[src/rtl/pci_out_xlat_pkg.sv]
`timescale 1ns/1ps
package pci_out_xlat_pkg;

   // Decoded target of a value register write
   typedef enum logic [1:0] {
      TGT_NONE = 2'd0,
      TGT_MEM  = 2'd1,
      TGT_IO   = 2'd2
   } wr_tgt_e;

   // Multiplexer variants for picking the window value
   localparam int MUX_INDEXED = 0;
   localparam int MUX_ANDOR   = 1;

endpackage

[src/rtl/pci_out_xlat_regs.sv]
`timescale 1ns/1ps
module pci_out_xlat_regs
   import pci_out_xlat_pkg::*;
#(
   parameter int NUM_MWIN = 4,
   parameter int UPPER_W  = 32,
   parameter int LOW_W    = 32,
   parameter int IO_W     = 16,
   parameter int SEL_W    = 3
) (
   input  logic               clk,
   input  logic               rst_n,
   input  logic               wr_en,
   input  logic [SEL_W-1:0]   wr_sel,
   input  logic [UPPER_W-1:0] wr_data,
   output logic [UPPER_W-1:0] mwin_val [NUM_MWIN],
   output logic [LOW_W-1:0]   io_val
);

   localparam logic [SEL_W-1:0] IO_SEL = SEL_W'(NUM_MWIN);

   wr_tgt_e tgt;

   always_comb begin
      if (!wr_en)
         tgt = TGT_NONE;
      else if (wr_sel < IO_SEL)
         tgt = TGT_MEM;
      else if (wr_sel == IO_SEL)
         tgt = TGT_IO;
      else
         tgt = TGT_NONE;
   end

   for (genvar w = 0; w < NUM_MWIN; w++) begin : g_win
      logic [UPPER_W-1:0] val_q;
      always_ff @(posedge clk or negedge rst_n) begin
         if (!rst_n)
            val_q <= '0;
         else if (tgt == TGT_MEM && wr_sel == SEL_W'(w))
            val_q <= wr_data;
      end
      assign mwin_val[w] = val_q;
   end

   logic [LOW_W-IO_W-1:0] io_hi_q;

   always_ff @(posedge clk or negedge rst_n) begin
      if (!rst_n)
         io_hi_q <= '0;
      else if (tgt == TGT_IO)
         io_hi_q <= wr_data[LOW_W-1:IO_W];
   end

   assign io_val = {io_hi_q, IO_W'(0)};

endmodule

[src/rtl/pci_out_xlat_mem.sv]
`timescale 1ns/1ps
module pci_out_xlat_mem
   import pci_out_xlat_pkg::*;
#(
   parameter int NUM_MWIN  = 4,
   parameter int UPPER_W   = 32,
   parameter int LOW_W     = 32,
   parameter int WIN_W     = 2,
   parameter int MUX_STYLE = MUX_INDEXED,
   localparam int PADDR_W  = UPPER_W + LOW_W
) (
   input  logic [UPPER_W-1:0] mwin_val [NUM_MWIN],
   input  logic [WIN_W-1:0]   win,
   input  logic [LOW_W-1:0]   addr_lo,
   output logic [PADDR_W-1:0] pci_addr,
   output logic               dac
);

   logic [UPPER_W-1:0] upper;

   if (MUX_STYLE == MUX_INDEXED) begin : g_idx
      assign upper = mwin_val[win];
   end else begin : g_andor
      always_comb begin
         upper = '0;
         for (int i = 0; i < NUM_MWIN; i++) begin
            if (win == WIN_W'(i))
               upper = upper | mwin_val[i];
         end
      end
   end

   assign pci_addr = {upper, LOW_W'(0)} | PADDR_W'(addr_lo);
   assign dac      = |pci_addr[PADDR_W-1:LOW_W];

endmodule

[src/rtl/pci_out_xlat_io.sv]
`timescale 1ns/1ps
module pci_out_xlat_io #(
   parameter int UPPER_W  = 32,
   parameter int LOW_W    = 32,
   parameter int IO_W     = 16,
   localparam int PADDR_W = UPPER_W + LOW_W
) (
   input  logic [LOW_W-1:0]   io_val,
   input  logic [IO_W-1:0]    addr_lo,
   output logic [PADDR_W-1:0] pci_addr
);

   assign pci_addr = PADDR_W'(io_val | LOW_W'(addr_lo));

endmodule

[src/rtl/pci_out_xlat.sv]
`timescale 1ns/1ps
module pci_out_xlat
   import pci_out_xlat_pkg::*;
#(
   parameter int IADDR_W   = 36,
   parameter int UPPER_W   = 32,
   parameter int LOW_W     = 32,
   parameter int IO_W      = 16,
   parameter int NUM_MWIN  = 4,
   parameter int MUX_STYLE = MUX_INDEXED,
   localparam int WIN_W    = $clog2(NUM_MWIN),
   localparam int SEL_W    = $clog2(NUM_MWIN + 1),
   localparam int PADDR_W  = UPPER_W + LOW_W
) (
   input  logic               clk,
   input  logic               rst_n,
   input  logic               wr_en,
   input  logic [SEL_W-1:0]   wr_sel,
   input  logic [UPPER_W-1:0] wr_data,
   input  logic               req_valid,
   input  logic               req_is_io,
   input  logic [WIN_W-1:0]   req_win,
   input  logic [IADDR_W-1:0] req_addr,
   output logic               out_valid,
   output logic               out_is_io,
   output logic [WIN_W-1:0]   out_win,
   output logic [PADDR_W-1:0] out_addr,
   output logic               out_dac
);

   // Elaboration-time parameter checks
   if (IADDR_W <= LOW_W)
      $error("pci_out_xlat: IADDR_W must exceed LOW_W");
   if (IO_W >= LOW_W)
      $error("pci_out_xlat: IO_W must be below LOW_W");
   if (UPPER_W != LOW_W)
      $error("pci_out_xlat: UPPER_W must equal LOW_W");
   if (NUM_MWIN < 2 || (1 << WIN_W) != NUM_MWIN)
      $error("pci_out_xlat: NUM_MWIN must be a power of two, at least 2");
   if (MUX_STYLE != MUX_INDEXED && MUX_STYLE != MUX_ANDOR)
      $error("pci_out_xlat: unknown MUX_STYLE");

   logic [UPPER_W-1:0] mwin_val [NUM_MWIN];
   logic [LOW_W-1:0]   io_val;
   logic [PADDR_W-1:0] mem_addr;
   logic               mem_dac;
   logic [PADDR_W-1:0] io_addr;
   logic               unused_hi;

   // Internal address bits above the 4 GB boundary are discarded
   assign unused_hi = ^req_addr[IADDR_W-1:LOW_W];

   pci_out_xlat_regs #(
      .NUM_MWIN (NUM_MWIN),
      .UPPER_W  (UPPER_W),
      .LOW_W    (LOW_W),
      .IO_W     (IO_W),
      .SEL_W    (SEL_W)
   ) u_regs (
      .clk      (clk),
      .rst_n    (rst_n),
      .wr_en    (wr_en),
      .wr_sel   (wr_sel),
      .wr_data  (wr_data),
      .mwin_val (mwin_val),
      .io_val   (io_val)
   );

   pci_out_xlat_mem #(
      .NUM_MWIN  (NUM_MWIN),
      .UPPER_W   (UPPER_W),
      .LOW_W     (LOW_W),
      .WIN_W     (WIN_W),
      .MUX_STYLE (MUX_STYLE)
   ) u_mem (
      .mwin_val (mwin_val),
      .win      (req_win),
      .addr_lo  (req_addr[LOW_W-1:0]),
      .pci_addr (mem_addr),
      .dac      (mem_dac)
   );

   pci_out_xlat_io #(
      .UPPER_W (UPPER_W),
      .LOW_W   (LOW_W),
      .IO_W    (IO_W)
   ) u_io (
      .io_val   (io_val),
      .addr_lo  (req_addr[IO_W-1:0]),
      .pci_addr (io_addr)
   );

   always_ff @(posedge clk or negedge rst_n) begin
      if (!rst_n) begin
         out_valid <= 1'b0;
         out_is_io <= 1'b0;
         out_win   <= '0;
         out_addr  <= '0;
         out_dac   <= 1'b0;
      end else if (req_valid) begin
         out_valid <= 1'b1;
         out_is_io <= req_is_io;
         out_win   <= req_win;
         out_addr  <= req_is_io ? io_addr : mem_addr;
         out_dac   <= req_is_io ? 1'b0 : mem_dac;
      end else begin
         out_valid <= 1'b0;
         out_is_io <= 1'b0;
         out_win   <= '0;
         out_addr  <= '0;
         out_dac   <= 1'b0;
      end
   end

endmodule

[config.mk]
export PLATFORM = sky130hd
export DESIGN_NAME = pci_out_xlat
export DESIGN_NICKNAME = d
export VERILOG_FILES = /design/src/rtl/pci_out_xlat_pkg.sv /design/src/rtl/pci_out_xlat_regs.sv /design/src/rtl/pci_out_xlat_mem.sv /design/src/rtl/pci_out_xlat_io.sv /design/src/rtl/pci_out_xlat.sv
export SDC_FILE = /design/constraint.sdc
export NUM_CORES = 1
export LEC_CHECK = 0
export ABC_AREA = 1
export CAP_MARGIN = 0
export CORE_MARGIN = 2
export CORE_UTILIZATION = 44
export CTS_CLUSTER_DIAMETER = 40
export CTS_CLUSTER_SIZE = 40
export DETAILED_ROUTE_END_ITERATION = 6
export DONT_BUFFER_PORTS = 1
export SYNTH_ARGS = -nofsm -noshare
export SYNTH_HDL_FRONTEND = slang
export SYNTH_SLANG_ARGS = --single-unit
[constraint.sdc]
create_clock -name clk -period 3.13 [get_ports clk]
set_input_delay 0.626 -clock clk [delete_from_list [all_inputs] [get_ports clk]]
set_output_delay 0.626 -clock clk [all_outputs]
set_load 0.01 [all_outputs]
==> results.cfg <==
[route]
ant_nets = 0
wl_per_cell_um = 15.50
drc_errors = 0
num_vias = 6156
highest_layer = met4
firstDrtPassIters = 5
dr.first_iter.drc_count = 446
wl_met2_um = 9441
wl_um = 19360
met3_length_um = 958
vias_per_cell = 4.929
wl_met1_um = 8643

[synth]
synth-seq-area-share = 0.6224
synth_ff_type = dfrtp_1
synth.area.top_cells = dfrtp_1 (62%), nand2_1 (16%), o21ai_0 (8.4%)
yosysWarningCount = 0
yosys.area.top_type = dfrtp_1
synth.most_common_cell = nand2_1
synthTopCellsByCount = nand2_1 (376), dfrtp_1 (213), o21ai_0 (144)
ys_types = 17
synthesis.area_mm2 = 0.008563
avgSynthCellArea_um2 = 8.792
synth_edf_count = 0
synthArstFlopShare = 1.000
synth_fp_nets = 1052
netlist_instances = 974
yosysTopAreaCellShare = 0.6224
yosys_register_bits = 213

[cts]
path_clk_slew_ns = 0.06
h-tree-depth = 1
root_buffer = clkbuf_16
tritoncts = built
cts_buffer_depth = 3
insertion_delay_ns = 0.54
clock-sinks = 213
cts_setup_buffers = 0
cts-buffers-inserted = 30
ctsResizeCount = 0

[critical_path]
slowest_delay_ns = 0.45
crit_slowest_cell = inv_2
crit_path_start_kind = input pin
r2r_setup_slack_ns = 1.78
r2r_start = u_regs.g_win[1].val_q[24]
worstSetupStartpoint = req_win[1]
path_max_fanout = 34
crit_buf_inv = 2
crit_type = in2reg
cp_common_cell = nand2_1
cp.required_ns = 3.53
worst_setup_path_end_kind = register
crit_arrival_ns = 2.02
worstPathCellList = inv_2 -> buf_4 -> nand3_1 -> nand2_1 -> nand2_1 -> nor2_1 -> nand2_1 -> nor2_1 -> a21oi_1
worstReg2RegEnd = out_dac
ff2ff_path_depth = 8
cp_top_family = buffers and inverters

[job]
drv_cap = 0

[global_route]
grt_first_pass_wirelength_um = 31670
overflow = 0
grt_max_degree = 214
track_usage = 0.1937
antenna_found_initial = 0
grt_pass1_vias = 6059

[final_layout]
fill_cells = 1882
diodes = 0
fin_cells = 1249
final_layout_size_suffix_gt1_frac = 0.07215
final_core_util = 0.5096
final_nets = 1038
areaGrowthSynthToFinish_pct = 14.68

[timing]
worst_slew_pin_slew_ns = 0.7347
setup_slack_ns = 1.508
finalCritPeriodShare = 0.5183
final_hold_viol_count = 213
fmax_ghz = 0.6165
slew_headroom = 0.5076
setup_viol = 0
fin_crit_ns = 1.622
drv_slew = 0
rsz0062_at_grt = false
finalSetupTns_ns = 0
skew_ns = 0.009446
holdWs_ns = -0.2076

[power]
powerDensity_mw_per_mm2 = 776.4
p_leak_nw = 4.971
ir_worst_vdd_mv = 0.3949
total_power_mw = 7.625

[die]
dieArea_mm2 = 0.02059
fp.coreArea_mm2 = 0.01927
die_h_um = 143.5
die_x_um = 143.5
io_pins = 147
core.rowCount = 51
initial_utilization = 0.4444

[status]
violations = hold timing
status = finished, violations left

[placement]
place_ws_ns = 0.9474
place_congestion = 0.7203
io_buffers = 0
dp_hpwl_um = 11100
place_inst = 1193

[hold_path]
min_path_type = in2async
==> how the worst max path moves through the flow <==
| stage | cells after the start | slack [ns] | endpoint |
|---|---|---|---|
| after detailed placement | 9 | 0.95 | out_dac |
| after floorplan | 10 | 1.53 | out_dac |
| final | 9 | 1.51 | out_dac |
| after global routing | 9 | 1.35 | out_dac |
| after CTS | 9 | 1.50 | out_dac |
| after global placement | 9 | 0.97 | out_dac |
==> cell type report <==
type,count,area [µm²],area share
clock buffers,32,768.2,0.07823
repair buffers,10,100.1,0.01019
flip-flops and latches,213,5330,0.5427
inverters,55,206.4,0.02102
clock inverters,24,334.1,0.03402
multi-input cells,650,2750,0.2800
well taps,265,331.6,0.03376
==> stage by stage <==
stage / hold WS [ns] / cell area [µm²]
global route: -0.2339 / 9821
global placement: 0.3387 / 8718
finish: -0.2076 / 9821
floorplan: 0.3304 / 8563
detailed placement: 0.3389 / 8718
CTS: -0.2325 / 9821
==> metal layers <==
layer	GRT usage	vias up
met5	0	-
met4	0.04954	0
met3	0.03532	31
met1	0.2570	2940
li1	-	3054
met2	0.3298	131
==> cell usage in the layout (no fill, tap or decap) <==
cell / instances
clkinv_8: 1
inv_1: 51
nand2_1: 376
o21ai_0: 144
clkinvlp_4: 6
buf_12: 2
clkbuf_16: 30
inv_2: 2
nor2_1: 43
nand3b_1: 1
clkinv_2: 1
clkbuf_1: 1
bufinv_16: 6
nand3b_2: 2
clkinv_1: 2
inv_6: 2
buf_4: 8
nand3_1: 81
a21oi_1: 1
nand3_2: 1
nor2_2: 1
clkinv_4: 8
dfrtp_1: 213
clkbuf_8: 1
==> report_power, final <==
group / internal, mW / switching, mW / total [mW]
registers: 3.16 / 0.226 / 3.39
clock network: 2.30 / 1.29 / 3.60
logic: 0.265 / 0.377 / 0.642
==> state kept, by name (all words and copies together) (netlist names) <==
| name | count |
|---|---|
| out_addr | 64 |
| out_win | 2 |
| out_valid | 1 |
| u_regs.g_win.val_q | 128 |
| out_is_io | 1 |
| out_dac | 1 |
| u_regs.io_hi_q | 16 |
==> logic make-up (layout without fill, tap and decap cells) <==
family / after synthesis / after routing / share of synthesized area
DFF: 213 / 213 / 0.6224
and+or+nand+nor: 505 / 505 / 0.2364
buffers and inverters: 111 / 121 / 0.05640
AOI/OAI and AO/OA: 145 / 145 / 0.08475
(Power assumes the default switching activity.)
